### config.mk
export PLATFORM = sky130hd
export DESIGN_NAME = lsu_lane_align
export DESIGN_NICKNAME = d
export VERILOG_FILES = /design/src/rtl/lsu_lane_align.sv
export SDC_FILE = /design/constraint.sdc
export NUM_CORES = 1
export LEC_CHECK = 0
export BUFFER_PORTS_ARGS = -buffer_cell sky130_fd_sc_hd__clkbuf_2
export CAP_MARGIN = 30
export CORE_AREA = 2 2 79 81
export CTS_BUF_LIST = sky130_fd_sc_hd__clkbuf_4
export CTS_CLUSTER_SIZE = 30
export DETAILED_ROUTE_END_ITERATION = 10
export DIE_AREA = 0 0 81 83
export PLACE_DENSITY = 0.71
export RECOVER_POWER = 50
export SLEW_MARGIN = 40
export SYNTH_ARGS = -nofsm -noshare
export SYNTH_HDL_FRONTEND = slang
export SYNTH_SLANG_ARGS = --single-unit
### constraint.sdc
create_clock -name clk -period 2.5 [get_ports clk]
set_input_delay 0.5 -clock clk [delete_from_list [all_inputs] [get_ports clk]]
set_output_delay 0.5 -clock clk [all_outputs]
set_load 0.02 [all_outputs]
### src/rtl/lsu_lane_align.sv
module lsu_lane_align #(
  parameter bit BIG_ENDIAN = 1'b0
) (
  input  logic        clk,
  input  logic        rst_n,
  input  logic        req_valid,
  input  logic        req_store,
  input  logic [1:0]  req_size,
  input  logic        req_unsigned,
  input  logic [31:0] req_addr,
  input  logic [31:0] req_wdata,
  output logic        mem_req,
  output logic [29:0] mem_addr,
  output logic [3:0]  mem_be,
  output logic [31:0] mem_wdata,
  input  logic [31:0] mem_rdata,
  output logic [31:0] ld_data,
  output logic        fault
);
  logic [1:0] off, blane, hlane;
  logic       misal, ok;
  logic [1:0] ld_off, ld_size;
  logic       ld_uns;
  logic [1:0] lbl, lhl;
  logic [7:0] lbyte;
  logic [15:0] lhalf;

  assign off   = req_addr[1:0];
  assign misal = (req_size == 2'b11) ||
                 (req_size == 2'b01 && off[0]) ||
                 (req_size == 2'b10 && off != 2'b00);
  assign ok    = req_valid && !misal;
  assign blane = BIG_ENDIAN ? ~off : off;
  assign hlane = BIG_ENDIAN ? {~off[1], 1'b0} : {off[1], 1'b0};

  assign mem_req  = ok;
  assign mem_addr = req_addr[31:2];

  always_comb begin
    mem_be = 4'b0000;
    if (ok && req_store) begin
      case (req_size)
        2'b00:   mem_be = 4'b0001 << blane;
        2'b01:   mem_be = 4'b0011 << hlane;
        default: mem_be = 4'b1111;
      endcase
    end
  end

  always_comb begin
    case (req_size)
      2'b00:   mem_wdata = {4{req_wdata[7:0]}};
      2'b01:   mem_wdata = {2{req_wdata[15:0]}};
      default: mem_wdata = req_wdata;
    endcase
  end

  always_ff @(posedge clk) begin
    if (!rst_n) begin
      fault   <= 1'b0;
      ld_off  <= 2'b00;
      ld_size <= 2'b10;
      ld_uns  <= 1'b0;
    end else begin
      fault <= req_valid && misal;
      if (ok && !req_store) begin
        ld_off  <= off;
        ld_size <= req_size;
        ld_uns  <= req_unsigned;
      end
    end
  end

  assign lbl   = BIG_ENDIAN ? ~ld_off : ld_off;
  assign lhl   = BIG_ENDIAN ? {~ld_off[1], 1'b0} : {ld_off[1], 1'b0};
  assign lbyte = mem_rdata[8*lbl +: 8];
  assign lhalf = mem_rdata[8*lhl +: 16];

  always_comb begin
    case (ld_size)
      2'b00:   ld_data = {{24{lbyte[7] & ~ld_uns}}, lbyte};
      2'b01:   ld_data = {{16{lhalf[15] & ~ld_uns}}, lhalf};
      default: ld_data = mem_rdata;
    endcase
  end
endmodule


### Word-level counts from Yosys, hierarchy flattened

Index checks and enable logic that the tools add are counted.

| operators by class | value |
|---|---|
| equal/unequal tests | 4 |
| shift-type cells | 4 |
| muxes and demuxes | 4 |
| bitwise gates (word level) | 3 |
| reduce and logical (&&, ||, !) cells | 13 |

Operators with widths:

| cell | count |
|---|---|
| $pmux 32 s2 | 2 |
| $shiftx 32x6->16 | 1 |
| $shiftx 32x6->8 | 1 |
| $pmux 4 s2 | 1 |
| $logic_and 1x1->1 | 6 |
| $eq 2x1->1 const B | 2 |
| $eq 2x2->1 const B | 2 |
| $logic_not 2->1 | 2 |
| $mux 4 | 1 |
| $shl 1x2->4 const A | 1 |
| $shl 2x2->4 const A | 1 |
| $and 1x1->1 | 2 |
| $logic_not 1->1 | 2 |
| $logic_or 1x1->1 | 2 |
| $reduce_bool 2->1 | 1 |
| $not 1->1 | 1 |

| word-level totals | value |
|---|---|
| flip-flop bits (word level) | 6 |
| input bits | 103 |
| output and inout bits | 100 |
| logic and storage cells | 32 |

### Longest topological paths before layout

| logic depth | value |
|---|---|
| word-level depth | 8 |
| depth in mapped cells | 6 |
| gate-level depth less buffers | 4 |

### Worst setup path after synthesis

No wires, ideal clock.

| timing path | value |
|---|---|
| path kind | in2out |
| start point | input req_size[1] |
| end point | output mem_be[0] |
| data arrival time | 1.869 ns |
| required time | 2.000 ns |
| setup slack | 0.131 ns |
| stages | 2 |
| buffers on the path | 1 |
| cell sequence | clkbuf_1 -> a2111oi_0 |

| on the way | value |
|---|---|
| longest elaborated chain between the ends | 8 |
| elaborated cells on any way between the ends | 13 |
| classes of those cells | 3 x eq/ne; 2 x mux; 8 x reduce/logical |

RTL lines:

| what | RTL line | text |
|---|---|---|
| start, declared | 8 | `input logic [1:0] req_size,` |
| $eq 2x1->1 | 30, 42 |  |
| $logic_and 1x1->1 | 30 | `(req_size == 2'b01 && off[0]) \|\|` |
| $logic_or 1x1->1 | 29 | `assign misal = (req_size == 2'b11) \|\|` |
| $logic_or 1x1->1 | 30 |  |
| $logic_not 1->1 | 32 | `assign ok = req_valid && !misal;` |
| $logic_and 1x1->1 | 32 |  |
| $logic_and 1x1->1 | 41 | `if (ok && req_store) begin` |
| $mux 4 (*) | 41 |  |
| end, declared | 14 | `output logic [3:0] mem_be,` |

Mark *: on every way between the ends. The rest lies on a longest branch, timed or not.

### Final worst setup path

| timing path | value |
|---|---|
| start point | register ld_off[1], in the netlist lbl[1] |
| end point | output ld_data[15] |

| on the way | value |
|---|---|
| longest elaborated chain between the ends | 3 |
| elaborated cells on any way between the ends | 4 |
| classes of those cells | 2 x shift; 1 x mux; 1 x bitwise |

RTL lines:

| what | RTL line | text |
|---|---|---|
| start, declared | 22 | `logic [1:0] ld_off, ld_size;` |
| start signal, assigned | 61 | `ld_off <= 2'b00;` |
| start signal, assigned | 67 | `ld_off <= off;` |
| $shiftx 32x6->8 | 76 | `assign lbyte = mem_rdata[8*lbl +: 8];` |
| $and 1x1->1 | 81 | `2'b00: ld_data = {{24{lbyte[7] & ~ld_uns}}, lbyte};` |
| $pmux 32 s2 (*) | 80 | `case (ld_size)` |
| end, declared | 17 | `output logic [31:0] ld_data,` |

Marks and branches as above.

==> flow_summary_export.csv <==
group,metric,value,unit
clock_tree,cts_buffers,3,
synthesis,synth_top_cell_by_area,"buf_4",
floorplanning,die_w,81,µm
synthesis,yosysMostFrequentCell,"nand2_1",
synthesis,synth_seq_cells,6,
synthesis,async_flop_share,0,%
floorplanning,core,5820,µm²
clock_tree,post-cts-setup-buffer-count,0,
clock_tree,worstSkewPairLatency,240,ps
placement,placedCellCount,412,
timing,fmax,419,MHz
cells_and_area,syn_to_final_growth,29.9,%
timing,rsz0062_at_grt,"no",
placement,port_buffers,142,
cells_and_area,multi_input_area,1130,µm²
cells_and_area,fillers,658,
cells_and_area,seq_area,120,µm²
global_routing,grtUsageTotal,15.8,%
cells_and_area,final_util,36.4,%
drt,avgRoutedWirePerCell,13.1,µm
power,ir_drop,0.000117,V
floorplanning,io_pins,203,
floorplanning,dieArea,6720,µm²
timing,finalSetupTns,0,ps
cells_and_area,layout.cells.non_filler,415,
worst_setup_path,critPathKind,"reg2out",
floorplanning,start_util,28.0,%
timing,worst_slack,114,ps
clock_tree,hold_buffers,0,
clock_tree,cts_root_buf,"clkbuf_4",
floorplanning,die_h,83,µm
synthesis,synthCells,243,
cells_and_area,antennaDiodeCount,0,
timing,period_minus_slack,2390,ps
timing,setup_viol,0,
drt,first_pass_iters,4,
synthesis,synth.area.top_cells,"buf_4, nand2_1, mux2_2",
cells_and_area,layout-drive-gt1-share,45.6,%
synthesis,synth-main-ff-cell,"dfxtp_1",
timing,maxSlewHeadroom,38.6,%
worst_setup_path,arrival,1890,ps
worst_setup_path,reg2regPathDepth,3,
clock_tree,clock_sinks,6,
synthesis,synth_fp_nets,346,
placement,place_congestion,0.782,
worst_setup_path,reg2reg_from,"lbl[1]$_SDFFE_PN0P_",
worst_setup_path,reg2reg_slack,1600,ps
power,p_leak,0.00119,µW
drt,ant_nets,0,
worst_setup_path,endpoint_kind,"output pin",
worst_setup_path,startpoint_type,"flip-flop",
clock_tree,cts.path.max_buffers,2,
power,p_per_area,293,nW/µm²
synthesis,synth-edff-count,0,
job,drv_cap,0,
floorplanning,fp-row-count,28,
drt,drtIter0Drc,98,
timing,tightest_slew,907,ps
global_routing,antenna_found_initial,0,
outcome,outcome,"completed",
timing,final_hold_viol_count,0,
drt,viasPerCell,4.90,
drt,post-route-drc-count,0,
global_routing,grt_pass1_wl,8530,µm
worst_setup_path,worstSetupStartpoint,"lbl[1]$_SDFFE_PN0P_",
drt,num_vias,2035,
worst_setup_path,critical_path.max_fanout,8,
global_routing,overflow,0,
cells_and_area,fin_nets,445,
global_routing,grt_max_degree,34,
placement,dp_slack,126,ps
placement,hpwlAfterDp,4600,µm
clock_tree,h-tree-depth,1,
worst_setup_path,cp.required,2000,ps
clock_tree,path_clk_slew,40,ps
synthesis,syn_area,1630,µm²
worst_setup_path,timing.rr.end,"lbl[1]$_SDFFE_PN0P_",
timing,slew_violations,0,
timing,finalCritPeriodShare,95.4,%
global_routing,first_global_vias,1826,
worst_hold_path,min-delay-path-class,"reg2reg",
worst_setup_path,endpoint,"ld_data[15]",
synthesis,synth_top_area_share,18.0,%
synthesis,synth_warnings,0,
timing,finClkSkew,0,ps
synthesis,synth_commonest_cells,"nand2_1, buf_4, mux2_2, o21ai_0, clkbuf_1",
synthesis,synth_cell_type_count,34,
drt,wirelength,5440,µm
synthesis,avgSynthCellArea,6.71,µm²
synthesis,ys_seq_area_share,7.37,%
clock_tree,cts-resized-gates,0,
clock_tree,cts_tree,"built",
-- report_power, final --
group / switching (µW) / total, µW / internal (µW)
Combinational: 258 / 430 / 172
Clock: 33.0 / 87.2 / 54.2
Sequential: 2.85 / 103 / 100
Total: 294 / 620 / 326
-- critical path, cell delays in order (launching register included) --
cell and delay, ps:
dfxtp_1 350, mux4_2 490, and3b_1 320, a221o_1 320, clkbuf_2 160
-- layout by cell type (no fill, tap or decap), types with 2 or more instances in the layout --
cell type | Yosys | routed
nand2_1 | 63 | 63
a21oi_1 | 6 | 6
nor2b_1 | 10 | 10
nor2_1 | 8 | 8
o22a_1 | 4 | 4
nand3_1 | 4 | 4
nor3b_1 | 2 | 2
clkbuf_4 | 0 | 3
o21ai_0 | 16 | 16
nor3_1 | 4 | 4
a22oi_1 | 4 | 4
dfxtp_1 | 6 | 6
mux2_2 | 16 | 16
a221o_1 | 8 | 8
mux2i_1 | 10 | 10
clkbuf_1 | 11 | 17
a2bb2oi_1 | 4 | 4
clkbuf_2 | 0 | 126
nand2b_1 | 4 | 4
buf_4 | 39 | 7
a21o_1 | 6 | 6
-- kinds of logic after synthesis --
logic type             after synthesis  share of synthesized area (%)
buffers and inverters               57                           22.9
multiplexers                        27                           18.6
AND/OR/NAND/NOR                     99                           26.9
XOR/XNOR                             1                          0.537
flip-flops                           6                           7.37
AO/OA/AOI/OAI                       53                           23.8
-- how the worst min path moves through the flow --
stage	cells past startpoint	slack, ps	start	endpoint
after floorplan	2	440	ld_uns$_SDFFE_PN0P_	ld_uns$_SDFFE_PN0P_
after global placement	2	480	ld_uns$_SDFFE_PN0P_	ld_uns$_SDFFE_PN0P_
after detailed placement	2	480	ld_uns$_SDFFE_PN0P_	ld_uns$_SDFFE_PN0P_
after CTS	3	490	req_unsigned	ld_uns$_SDFFE_PN0P_
after global routing	3	520	req_unsigned	ld_uns$_SDFFE_PN0P_
final	2	480	ld_uns$_SDFFE_PN0P_	ld_uns$_SDFFE_PN0P_
-- state kept, by name, indices dropped and copies added, names as in the netlist --
name     flops
fault        1
ld_size      2
lbl          2
ld_uns       1
-- per-layer routing --
layer | wire [µm] | global-route usage [%] | vias up
met5 | 0 | 0 | -
met4 | 83 | 5.39 | 0
met3 | 455 | 2.50 | 8
met2 | 2670 | 27.8 | 123
met1 | 2240 | 19.0 | 905
li1 | - | - | 999
-- area by class of cell --
cell class / instances / area share [%]
inverters: 1 / 0.177
flip-flops and latches: 6 / 5.67
clock buffers: 3 / 1.06
well taps: 75 / 4.43
multi-input cells: 180 / 53.4
repair buffers: 150 / 35.3
-- per-stage QoR --
step                      instance area, µm²  hold WS [ps]  total power [µW]
after floorplan                         1630           445               449
after global placement                  2130           479               538
after detailed placement                2130           483               542
after CTS                               2150           486               632
after global routing                    2120           515               668
final                                   2120           478               620
No activity file was read; power rests on OpenSTA's default activity.
